**src/rtl/can_bit_timer.sv**
```systemverilog
module can_bit_timer #(
  parameter int PSC_W = 6,
  parameter int PH1_W = 4,
  parameter int PH2_W = 3,
  parameter int SJW_W = 2
) (
  input  logic             clk,
  input  logic             rst_n,
  input  logic [PSC_W-1:0] cfg_div,
  input  logic [PH1_W-1:0] cfg_ph1,
  input  logic [PH2_W-1:0] cfg_ph2,
  input  logic [SJW_W-1:0] cfg_jump,
  input  logic             rx,
  input  logic             tx_dom,
  input  logic             hsync_en,
  output logic             tq_tick,
  output logic             sample_stb,
  output logic             sample_bit,
  output logic             bit_start
);
  localparam int PCW = PSC_W + 1;
  localparam int QW  = ((PH1_W > PH2_W) ? PH1_W : PH2_W) + 2;
  localparam logic [QW-1:0]  Q1 = QW'(1);
  localparam logic [PCW-1:0] P1 = PCW'(1);

  typedef enum logic [1:0] {SEG_SYNC, SEG_PH1, SEG_PH2} seg_t;

  seg_t           seg;
  logic [QW-1:0]  cnt, ext, shr;
  logic [PCW-1:0] pcnt;
  logic           done, rx_q;

  wire [PCW-1:0] pmax = PCW'(cfg_div) + P1;
  wire [QW-1:0]  len1 = QW'(cfg_ph1) + Q1;
  wire [QW-1:0]  len2 = QW'(cfg_ph2) + Q1;
  wire [QW-1:0]  jw   = QW'(cfg_jump) + Q1;
  wire [QW-1:0]  sjw  = (jw > len2) ? len2 : jw;

  wire fall   = rx_q & ~rx;
  wire hard   = fall & hsync_en;
  wire resync = fall & ~hsync_en & ~done & ~tx_dom;

  assign tq_tick = (pcnt == pmax);

  wire [QW-1:0] err1 = cnt + Q1;
  wire [QW-1:0] rem2 = len2 - cnt;

  logic [QW-1:0] ext_n, shr_n;
  logic          restart;

  always_comb begin
    ext_n   = ext;
    shr_n   = shr;
    restart = hard;
    if (resync) begin
      case (seg)
        SEG_PH1: ext_n = (err1 > sjw) ? sjw : err1;
        SEG_PH2: begin
          if (rem2 <= sjw) restart = 1'b1;
          else             shr_n   = sjw;
        end
        default: ;
      endcase
    end
  end

  wire end1 = (cnt + Q1) >= (len1 + ext_n);
  wire end2 = (cnt + Q1) >= (len2 - shr_n);

  always_ff @(posedge clk) begin
    if (!rst_n) begin
      seg        <= SEG_SYNC;
      cnt        <= '0;
      ext        <= '0;
      shr        <= '0;
      pcnt       <= '0;
      done       <= 1'b0;
      rx_q       <= 1'b1;
      sample_stb <= 1'b0;
      sample_bit <= 1'b1;
      bit_start  <= 1'b0;
    end else begin
      rx_q       <= rx;
      sample_stb <= 1'b0;
      bit_start  <= 1'b0;
      ext        <= ext_n;
      shr        <= shr_n;
      if (resync) done <= 1'b1;
      if (restart) begin
        seg       <= SEG_SYNC;
        cnt       <= '0;
        pcnt      <= '0;
        ext       <= '0;
        shr       <= '0;
        done      <= 1'b1;
        bit_start <= 1'b1;
      end else if (tq_tick) begin
        pcnt <= '0;
        case (seg)
          SEG_SYNC: begin
            seg <= SEG_PH1;
            cnt <= '0;
          end
          SEG_PH1: begin
            if (end1) begin
              seg        <= SEG_PH2;
              cnt        <= '0;
              sample_stb <= 1'b1;
              sample_bit <= rx;
            end else begin
              cnt <= cnt + Q1;
            end
          end
          SEG_PH2: begin
            if (end2) begin
              seg       <= SEG_SYNC;
              cnt       <= '0;
              ext       <= '0;
              shr       <= '0;
              done      <= 1'b0;
              bit_start <= 1'b1;
            end else begin
              cnt <= cnt + Q1;
            end
          end
          default: seg <= SEG_SYNC;
        endcase
      end else begin
        pcnt <= pcnt + P1;
      end
    end
  end
endmodule

```
**config.mk**
```make
export PLATFORM = sky130hd
export DESIGN_NAME = can_bit_timer
export DESIGN_NICKNAME = d
export VERILOG_FILES = /design/src/rtl/can_bit_timer.sv
export SDC_FILE = /design/constraint.sdc
export NUM_CORES = 1
export LEC_CHECK = 0
export CORE_UTILIZATION = 44
export CTS_BUF_LIST = sky130_fd_sc_hd__clkbuf_8
export DETAILED_ROUTE_END_ITERATION = 12
export HOLD_SLACK_MARGIN = 0.08
export SLEW_MARGIN = 20
export SYNTH_ARGS = -nofsm -noshare
export SYNTH_HDL_FRONTEND = slang
export SYNTH_SLANG_ARGS = --single-unit
```
**constraint.sdc**
```tcl
create_clock -name clk -period 12 [get_ports clk]
set_input_delay 2.4 -clock clk [delete_from_list [all_inputs] [get_ports clk]]
set_output_delay 2.4 -clock clk [all_outputs]
set_load 0.01 [all_outputs]
```
[After elaboration in Yosys (flattened, before gate mapping)]
Index checks and enable logic that the tools add are counted.
Cells by class
  add/subtract/negate cells: 9
  $lt $le $gt $ge: 5
  eq/ne operators: 5
  mux-type cells: 32
  bitwise logic cells: 13
  reductions and logical operators: 8
Operator list (count)
  2-to-1 mux 6 bit: 14
  one-hot mux 6 bit (3 select lines): 1
  2-to-1 mux 1 bit: 13
  greater-or-equal comparator 6 bit: 2
  subtractor 4 x 6 -> 6 bit: 2
  inverter 1 bit: 8
  adder 6 x 1 -> 7 bit (second input constant): 1
  adder 7 x 1 -> 7 bit (second input constant): 1
  == test 7 bit: 1
  adder 5 x 6 -> 6 bit: 1
  adder 6 x 1 -> 6 bit (second input constant): 1
  > comparator 6 x 4 -> 1 bit: 1
  less-or-equal comparator 6 x 4 -> 1 bit: 1
  one-hot mux 2 bit (3 select lines): 1
  adder 4 x 1 -> 5 bit (second input constant): 1
  bitwise AND 1 bit: 5
  adder 3 x 1 -> 4 bit (second input constant): 1
  > comparator 3 x 4 -> 1 bit: 1
  2-to-1 mux 2 bit: 2
  2-to-1 mux 4 bit: 1
  inequality test 2 bit (second input constant): 2
  AND reduction 4 bit: 1
  OR reduction 4 bit: 1
  adder 2 x 1 -> 3 bit (second input constant): 1
  other kinds (8): 8
Word-level totals
  flip-flop bits (word level): 32
  input bits: 20
  output and inout port bits: 4
  word-level logic and storage cells: 82

[Depth between registers and ports, before layout]
Gate-level depths: netlist (run 1).
  depth in word-level cells: 13
  depth in mapped cells: 29
  depth with buffers taken out: 28

[Worst setup path after synthesis (run 1)]
No wires, ideal clock.
  path kind: input-to-reg
  start point: input port cfg_ph2[0]
  end point: register cnt[0]
  library setup time: 66 ps
  arrival time: 7586 ps
  data required time: 11934 ps
  setup slack: 4348 ps
  stages: 24
  path buffers: 1
  path through: ha_1 > xnor2_1 > clkinv_1 > ha_1 > a21oi_1 > o21ai_1 > xor2_1 > ha_1 > o2111ai_2 > a22oi_4 > a21o_1 > buf_6 > mux2_2 > ha_1 > fa_1 > xnor2_1 > xnor2_1 > ha_1 > a21o_1 > a211oi_1 > o21ai_0 > a211oi_4 > mux2i_1 > nor2_1
On the way
  longest elaborated chain between the ends: 11
  elaborated cells between the ends (all ways): 23
  those cells by class: add/sub: 4; order compare: 5; mux: 13; reduce/logical: 1
RTL lines
  from (decl): line 11  | input logic [PH2_W-1:0] cfg_ph2,
  adder 3 x 1 -> 4 bit *: line 35  | wire [QW-1:0] len2 = QW'(cfg_ph2) + Q1;
  > comparator 3 x 4 -> 1 bit: line 37  | wire [QW-1:0] sjw = (jw > len2) ? len2 : jw;
  2-to-1 mux 4 bit: line 37
  less-or-equal comparator 6 x 4 -> 1 bit / > comparator 6 x 4 -> 1 bit (equally long branches): line 59, 57
  2-to-1 mux 6 bit, on equally long branches: line 59, 57
  2-to-1 mux 6 bit: line 56  | case (seg)
  2-to-1 mux 6 bit: line 55  | if (resync) begin
  subtractor 4 x 6 -> 6 bit / adder 5 x 6 -> 6 bit (equally long branches): line 68, 67
  greater-or-equal comparator 6 bit, on equally long branches: line 68, 67
  2-to-1 mux 6 bit, on equally long branches: line 115, 105
  one-hot mux 6 bit (3 select lines): line 99  | case (seg)
  to (signal assigned): line 111  | cnt <= cnt + Q1;
  to (signal assigned): line 123  | cnt <= cnt + Q1;
  to (decl): line 29  | logic [QW-1:0] cnt, ext, shr;
Every way passes the cells marked *; elsewhere a longest branch is shown, timed or not.
A chain may end at the register's enable or synchronous reset.

[Worst setup path after layout (run 1)]
  start point: input port cfg_ph2[0]
  end point: register shr[0]
On the way
  longest elaborated chain between the ends: 12
  elaborated cells between the ends (all ways): 17
  those cells by class: add/sub: 3; order compare: 3; mux: 10; reduce/logical: 1
RTL lines
  adder 3 x 1 -> 4 bit *: line 35
  > comparator 3 x 4 -> 1 bit: line 37
  2-to-1 mux 4 bit: line 37
  less-or-equal comparator 6 x 4 -> 1 bit: line 59  | if (rem2 <= sjw) restart = 1'b1;
  2-to-1 mux 6 bit: line 59
  2-to-1 mux 6 bit: line 56
  2-to-1 mux 6 bit: line 55
  subtractor 4 x 6 -> 6 bit: line 68  | wire end2 = (cnt + Q1) >= (len2 - shr_n);
  greater-or-equal comparator 6 bit: line 68
  2-to-1 mux 6 bit: line 115  | if (end2) begin
  2-to-1 mux 6 bit: line 99
  2-to-1 mux 6 bit: line 97  | end else if (tq_tick) begin
  to (signal assigned): line 87  | shr <= shr_n;
  to (decl): line 29
Marked as above.

==> run metrics, run 1 <==
worst skew pair latency=between 200 and 300 ps; Filler cells=578; post-synthesis area per instance=roughly 8.4 um2; pin count of the biggest net entering global routing=13; Synth Instances=~330; RSZ-0062 raised after global routing=false; achievable frequency=~110 MHz; wire per inst=13.3 um; Area Overhead vs Synth=15.7%; Multi-input gate area=1990 um2; leading area contributor after synthesis=dfxtp_1; final instance area=about 3200 um2; Slew Limit Fails=0; drt drc=0; Least-Margin Pin Slew=534 ps; DR pass1 iterations=4; Final setup viols=0; setup TNS=0 ps; layout cells sized above 1=0.0644; nets@finish=between 400 and 500; crit share post-route=0.743; Pleak=around 1.4 nW; Pwr Density=around 90 nW/um2; post-cts hold buffer count=0; Finished Core Util=0.534; CTS Buf Count=5; critical path data required time=approximately 12000 ps; Power Total=0.000289 W; max cap viols=0; Seq/Total Area, Yosys=0.232; cts repair resizes=0; crit start category=input port; Post-synth EDFFs=0; VDD IR max=around 84 uV; final number of hold-violating endpoints=0; Clock Skew=7.66 ps; WP buf/inv=2; critical path peak fanout=12; placer congestion estimate=0.813; Total GRT Usage=0.190; total clock sinks=32; Core ar.=5990 um2; top cells by count, synth=ha_1 (41), nor2_1 (36), dfxtp_1 (32); Hold Crit Class=reg2reg; antenna cells=0; Initial Util=0.462; CP max stage cell=clkdlybuf4s50_1; Die W=between 80 and 90 um; die area=about 6600 um2; Worst setup EP type=flip-flop; first-pass GRT wire length=around 9.6 mm; Worst-path clk slew=about 70 ps; Crit Path Class=in2reg; CTS root buf=clkbuf_8; CP most frequent cell=ha_1; DR iter-0 viols=78; vias in the first global route=about 2100; share of flip-flops with an asynchronous set or reset=0; setup bufs post-CTS=0; DP HPWL=about 4.6 mm; antenna violations before repair=0; crit-path max cell delay=between 500 and 600 ps; Ys Warns=0; Clock Path Buffers=2; # port buffers=23; ys flop type=dfxtp_1; Via Count=~2300; worst path arrival time=around 9100 ps; Netlist cell types=between 50 and 60; CTS tree=yes; Remaining Overflow, GRT=0; crit-path leading delay family=adder cells; minimum clock period after layout=just under 9000 ps; max_slew headroom=0.643; Antenna Nets Post-Route=0; most frequent cell after synthesis=ha_1; placed inst area=3070 um2; IO Count=24; register area=approximately 640 um2; mapped cell area=roughly 2800 um2; Cell Chain, Critical Path=clkdlybuf4s50_1 -> ha_1 -> xnor2_1 -> clkinv_1 -> ha_1 -> nand2_1 -> o21ai_1 -> xor2_1 -> ha_1 -> o2111ai_2 -> a22oi_4 -> a21o_1 -> mux2_2 -> ha_1 -> fa_1 -> xnor2_1 -> xnor2_1 -> ha_1 -> a21o_1 -> a211oi_1 -> nor2_1 -> o211ai_1 -> nand3_1 -> nor2b_1; synthesized flop and latch total=32; Worst Hold Margin=between 400 and 500 ps; synth top area cells=dfxtp_1 (23%), ha_1 (19%), nor2_1 (4.9%); vias per cell=approximately 5.4; die height=between 80 and 90 um; run status=complete, no violations; Total Routed Length=around 5.7 mm; htree depth=2; post-synth top area share=0.232; row count=28
-- cells in the final DEF (no fill, tap or decap), drive strengths merged, types with 3 or more instances in the layout --
master         synthesis  routed
nand2b                 6       6
a211oi                 4       4
mux2i                  6       6
clkdlybuf4s50          0      23
dfxtp                 32      32
mux2                   3       3
o211ai                 3       3
nand2                 21      21
o21ai                 13      13
nand3                 16      16
ha                    41      41
a21oi                 12      12
a21o                   7       7
nor2                  36      36
a22oi                  7       7
nand4                  4       4
xnor2                 14      14
and2                   5       5
xor2                  10      10
nor2b                  9       9
inv                   30      30
o21a                   4       4
fa                     3       3
nor3                   4       4
and3                   5       5
clkbuf                 0       7
-- sequential cells by signal, indices dropped and copies added, names as in the netlist --
| signal | flops |
|---|---|
| done | 1 |
| pcnt | 7 |
| sample_bit | 1 |
| shr | 6 |
| bit_start | 1 |
| sample_stb | 1 |
| rx_q | 1 |
| cnt | 6 |
| seg | 2 |
| ext | 6 |
-- worst register-to-register path, stage by stage (launching register included) --
cell and delay (ps):
dfxtp_1 510, ha_1 230, inv_1 50, fa_1 440
ha_1 350, nor2b_1 150, a2bb2oi_1 130, maj3_2 320
a22oi_4 270, a21o_1 350, mux2_2 400, ha_1 210
fa_1 440, xnor2_1 220, xnor2_1 140, ha_1 240
a21o_1 150, a211oi_1 280, nor2_1 80, o211ai_1 230
nand3_1 430, nor2b_1 230
-- power breakdown --
group          internal (W)  switching (W)   total, W
Sequential         0.000108     0.00000109   0.000109
Clock             0.0000732      0.0000406   0.000114
Combinational     0.0000307      0.0000359  0.0000666
-- cells by family (layout without fill, tap and decap cells) --
| family | after synthesis | in the layout | synth area share |
|---|---|---|---|
| AOI/OAI and AO/OA | 68 | 68 | 0.190 |
| xor gates and xnor gates | 24 | 24 | 0.0760 |
| adders and majority gates | 46 | 46 | 0.215 |
| buffers and inverters | 34 | 62 | 0.0498 |
| DFF | 32 | 32 | 0.232 |
| muxes | 9 | 9 | 0.0339 |
| other | 1 | 2 | 0.00136 |
| and+or+nand+nor | 114 | 114 | 0.203 |
-- per-layer routing --
metal  up-vias  wire [um]  global-route usage
met5         -          0                   0
met4         0         87              0.0679
met3         9        194              0.0348
met2        39       2670               0.316
met1      1064       2790               0.243
li1       1208          -                   -
-- metrics by stage --
step | setup slack, ps | cells
finish | 3090 | 432
global route | 2550 | 432
CTS | 3090 | 432
detailed placement | 2810 | 424
global placement | 2910 | 424
floorplan | 4350 | 329
-- layout make-up --
type	instances	area share
clock buffer	7	0.0301
clock inverter	1	0.00939
inverter	31	0.0364
multi-input combinational	263	0.622
sequential	32	0.200
tap	75	0.0293
timing repair buffer	23	0.0720
-- worst paths after layout --
| kind | slack, ps | from | to | cells past startpoint |
|---|---|---|---|---|
| max reg2reg | 6090 | cnt[0] | shr[0] | 21 |
| min | 450 | ext[5] | ext[5] | 2 |
| min reg2reg | 450 | ext[5] | ext[5] | 2 |
| max | 3090 | cfg_ph2[0] | shr[0] | 24 |
Note: power is estimated with default switching activity, not from simulation.
==> inputs of run 2 (changes only) <==
- PLACE_DENSITY: unset -> 0.66
- clock period: 12 -> 8.1 ns (I/O delays scaled with it)
==> run metrics, run 2 (synthesized netlist as in run 1, its figures left out) <==
run status=complete, no violations; Multi-input gate area=~2000 um2; most frequent cells in the layout=ha_1 (41), nor2_1 (36), dfxtp_1 (32); DR iter-0 viols=59; Final setup viols=0; register area=approximately 640 um2; stages on the worst setup path=26; Area Overhead vs Synth=16.8%; vias per cell=5.33; VDD IR max=about 110 uV; setup bufs post-CTS=0; critical path peak fanout=6; drt drc=0; CP max stage cell=clkdlybuf4s50_1; DR pass1 iterations=4; critical path data required time=a little over 8000 ps; leading cell type in the layout, fill and taps excluded=ha_1; wire per inst=between 10 and 15 um; worst skew pair latency=280 ps; first-pass GRT wire length=between 9 and 10 mm; antenna violations before repair=0; Worst setup EP type=flip-flop; RSZ-0062 raised after global routing=false; non-filler cells, final=approximately 440; Total GRT Usage=0.188; htree depth=2; achievable frequency=135 MHz; max_slew headroom=0.617; Via Count=between 2000 and 2500; die area=6610 um2; post-cts hold buffer count=0; Pwr Density=127 nW/um2; hold path startpoint=ext[5]; total clock sinks=32; crit share post-route=0.917; max cap viols=0; Worst Reg-to-Reg Cells=22; die height=approximately 81 um; nets@finish=425; DP HPWL=between 4 and 5 mm; final instance area=between 3000 and 4000 um2; Core ar.=approximately 6000 um2; Hold Crit Class=reg2reg; Least-Margin Pin Slew=571 ps; Crit Path Class=in2reg; worst path arrival time=7640 ps; crit-path leading delay family=adder cells; placer congestion estimate=between 0.7 and 0.8; CTS root buf=clkbuf_8; Worst-path clk slew=around 60 ps; row count=28; Antenna Nets Post-Route=0; final number of hold-violating endpoints=0; Die W=between 80 and 90 um; Total Routed Length=~5.7 mm; DP Cell Count=429; Power Total=0.000412 W; CTS tree=yes; Slew Limit Fails=0; minimum clock period after layout=about 7400 ps; antenna cells=0; pin count of the biggest net entering global routing=13; IO Count=24; crit start category=input port; Worst Hold Margin=~440 ps; Filler cells=566; # port buffers=23; Clock Skew=about 11 ps; max reg flops=7; Hold Path Depth=2; Remaining Overflow, GRT=0; WP buf/inv=2; Pleak=~1.4 nW; crit-path max cell delay=500 ps; crit path launch=cfg_ph2[0]; CTS Buf Count=5; CP most frequent cell=ha_1; Initial Util=0.462; Top reg by flops=pcnt; layout cells sized above 1=0.0801; setup TNS=0 ps; vias in the first global route=between 2000 and 2500; Clock Path Buffers=2; FF-to-FF Start=cnt[0]; placed inst area=3110 um2
## run 2: area by class of cell
class                   instances  share of cell area
flip-flops and latches         32               0.198
inverters                      31              0.0360
clock inverters                 3              0.0120
clock buffers                   5              0.0213
well taps                      75              0.0290
multi-input cells             263               0.620
repair buffers                 28              0.0829
## run 2: timing repair
item	in CTS	in global routing
endpoints found under the setup margin	0	5
endpoints found under the hold margin	0	0
resized for setup	0	2
## run 2: power breakdown
part           switching [W]  internal [W]  total, W
registers         0.00000160      0.000159  0.000161
logic              0.0000538     0.0000483  0.000102
clock network      0.0000586     0.0000899  0.000148
## run 2: final timing paths
check	slack, ps	end
worst max-delay path	670	cnt[0]
worst min-delay path	440	ext[5]
worst max register to register	2470	cnt[0]
worst min register to register	440	ext[5]
## run 2: routing by layer
layer | wire [um] | global-route usage | share of wire
met2 | 2620 | 0.321 | 0.46
met4 | 33 | 0.0321 | 0.0058
met1 | 2850 | 0.244 | 0.50
met5 | 0 | 0 | 0
met3 | 167 | 0.0371 | 0.029
## run 2: tightest hold or removal path, cell delays in order, from the launching register on
cell,delay (ps)
dfxtp_1,320
nand2_1,50
nor2_1,30
## run 2: per-stage QoR
step	setup slack, ps	utilization
after floorplan	1230	-
after global placement	381	0.519
after detailed placement	263	0.519
after CTS	531	0.537
after global routing	126	0.539
final	674	0.539
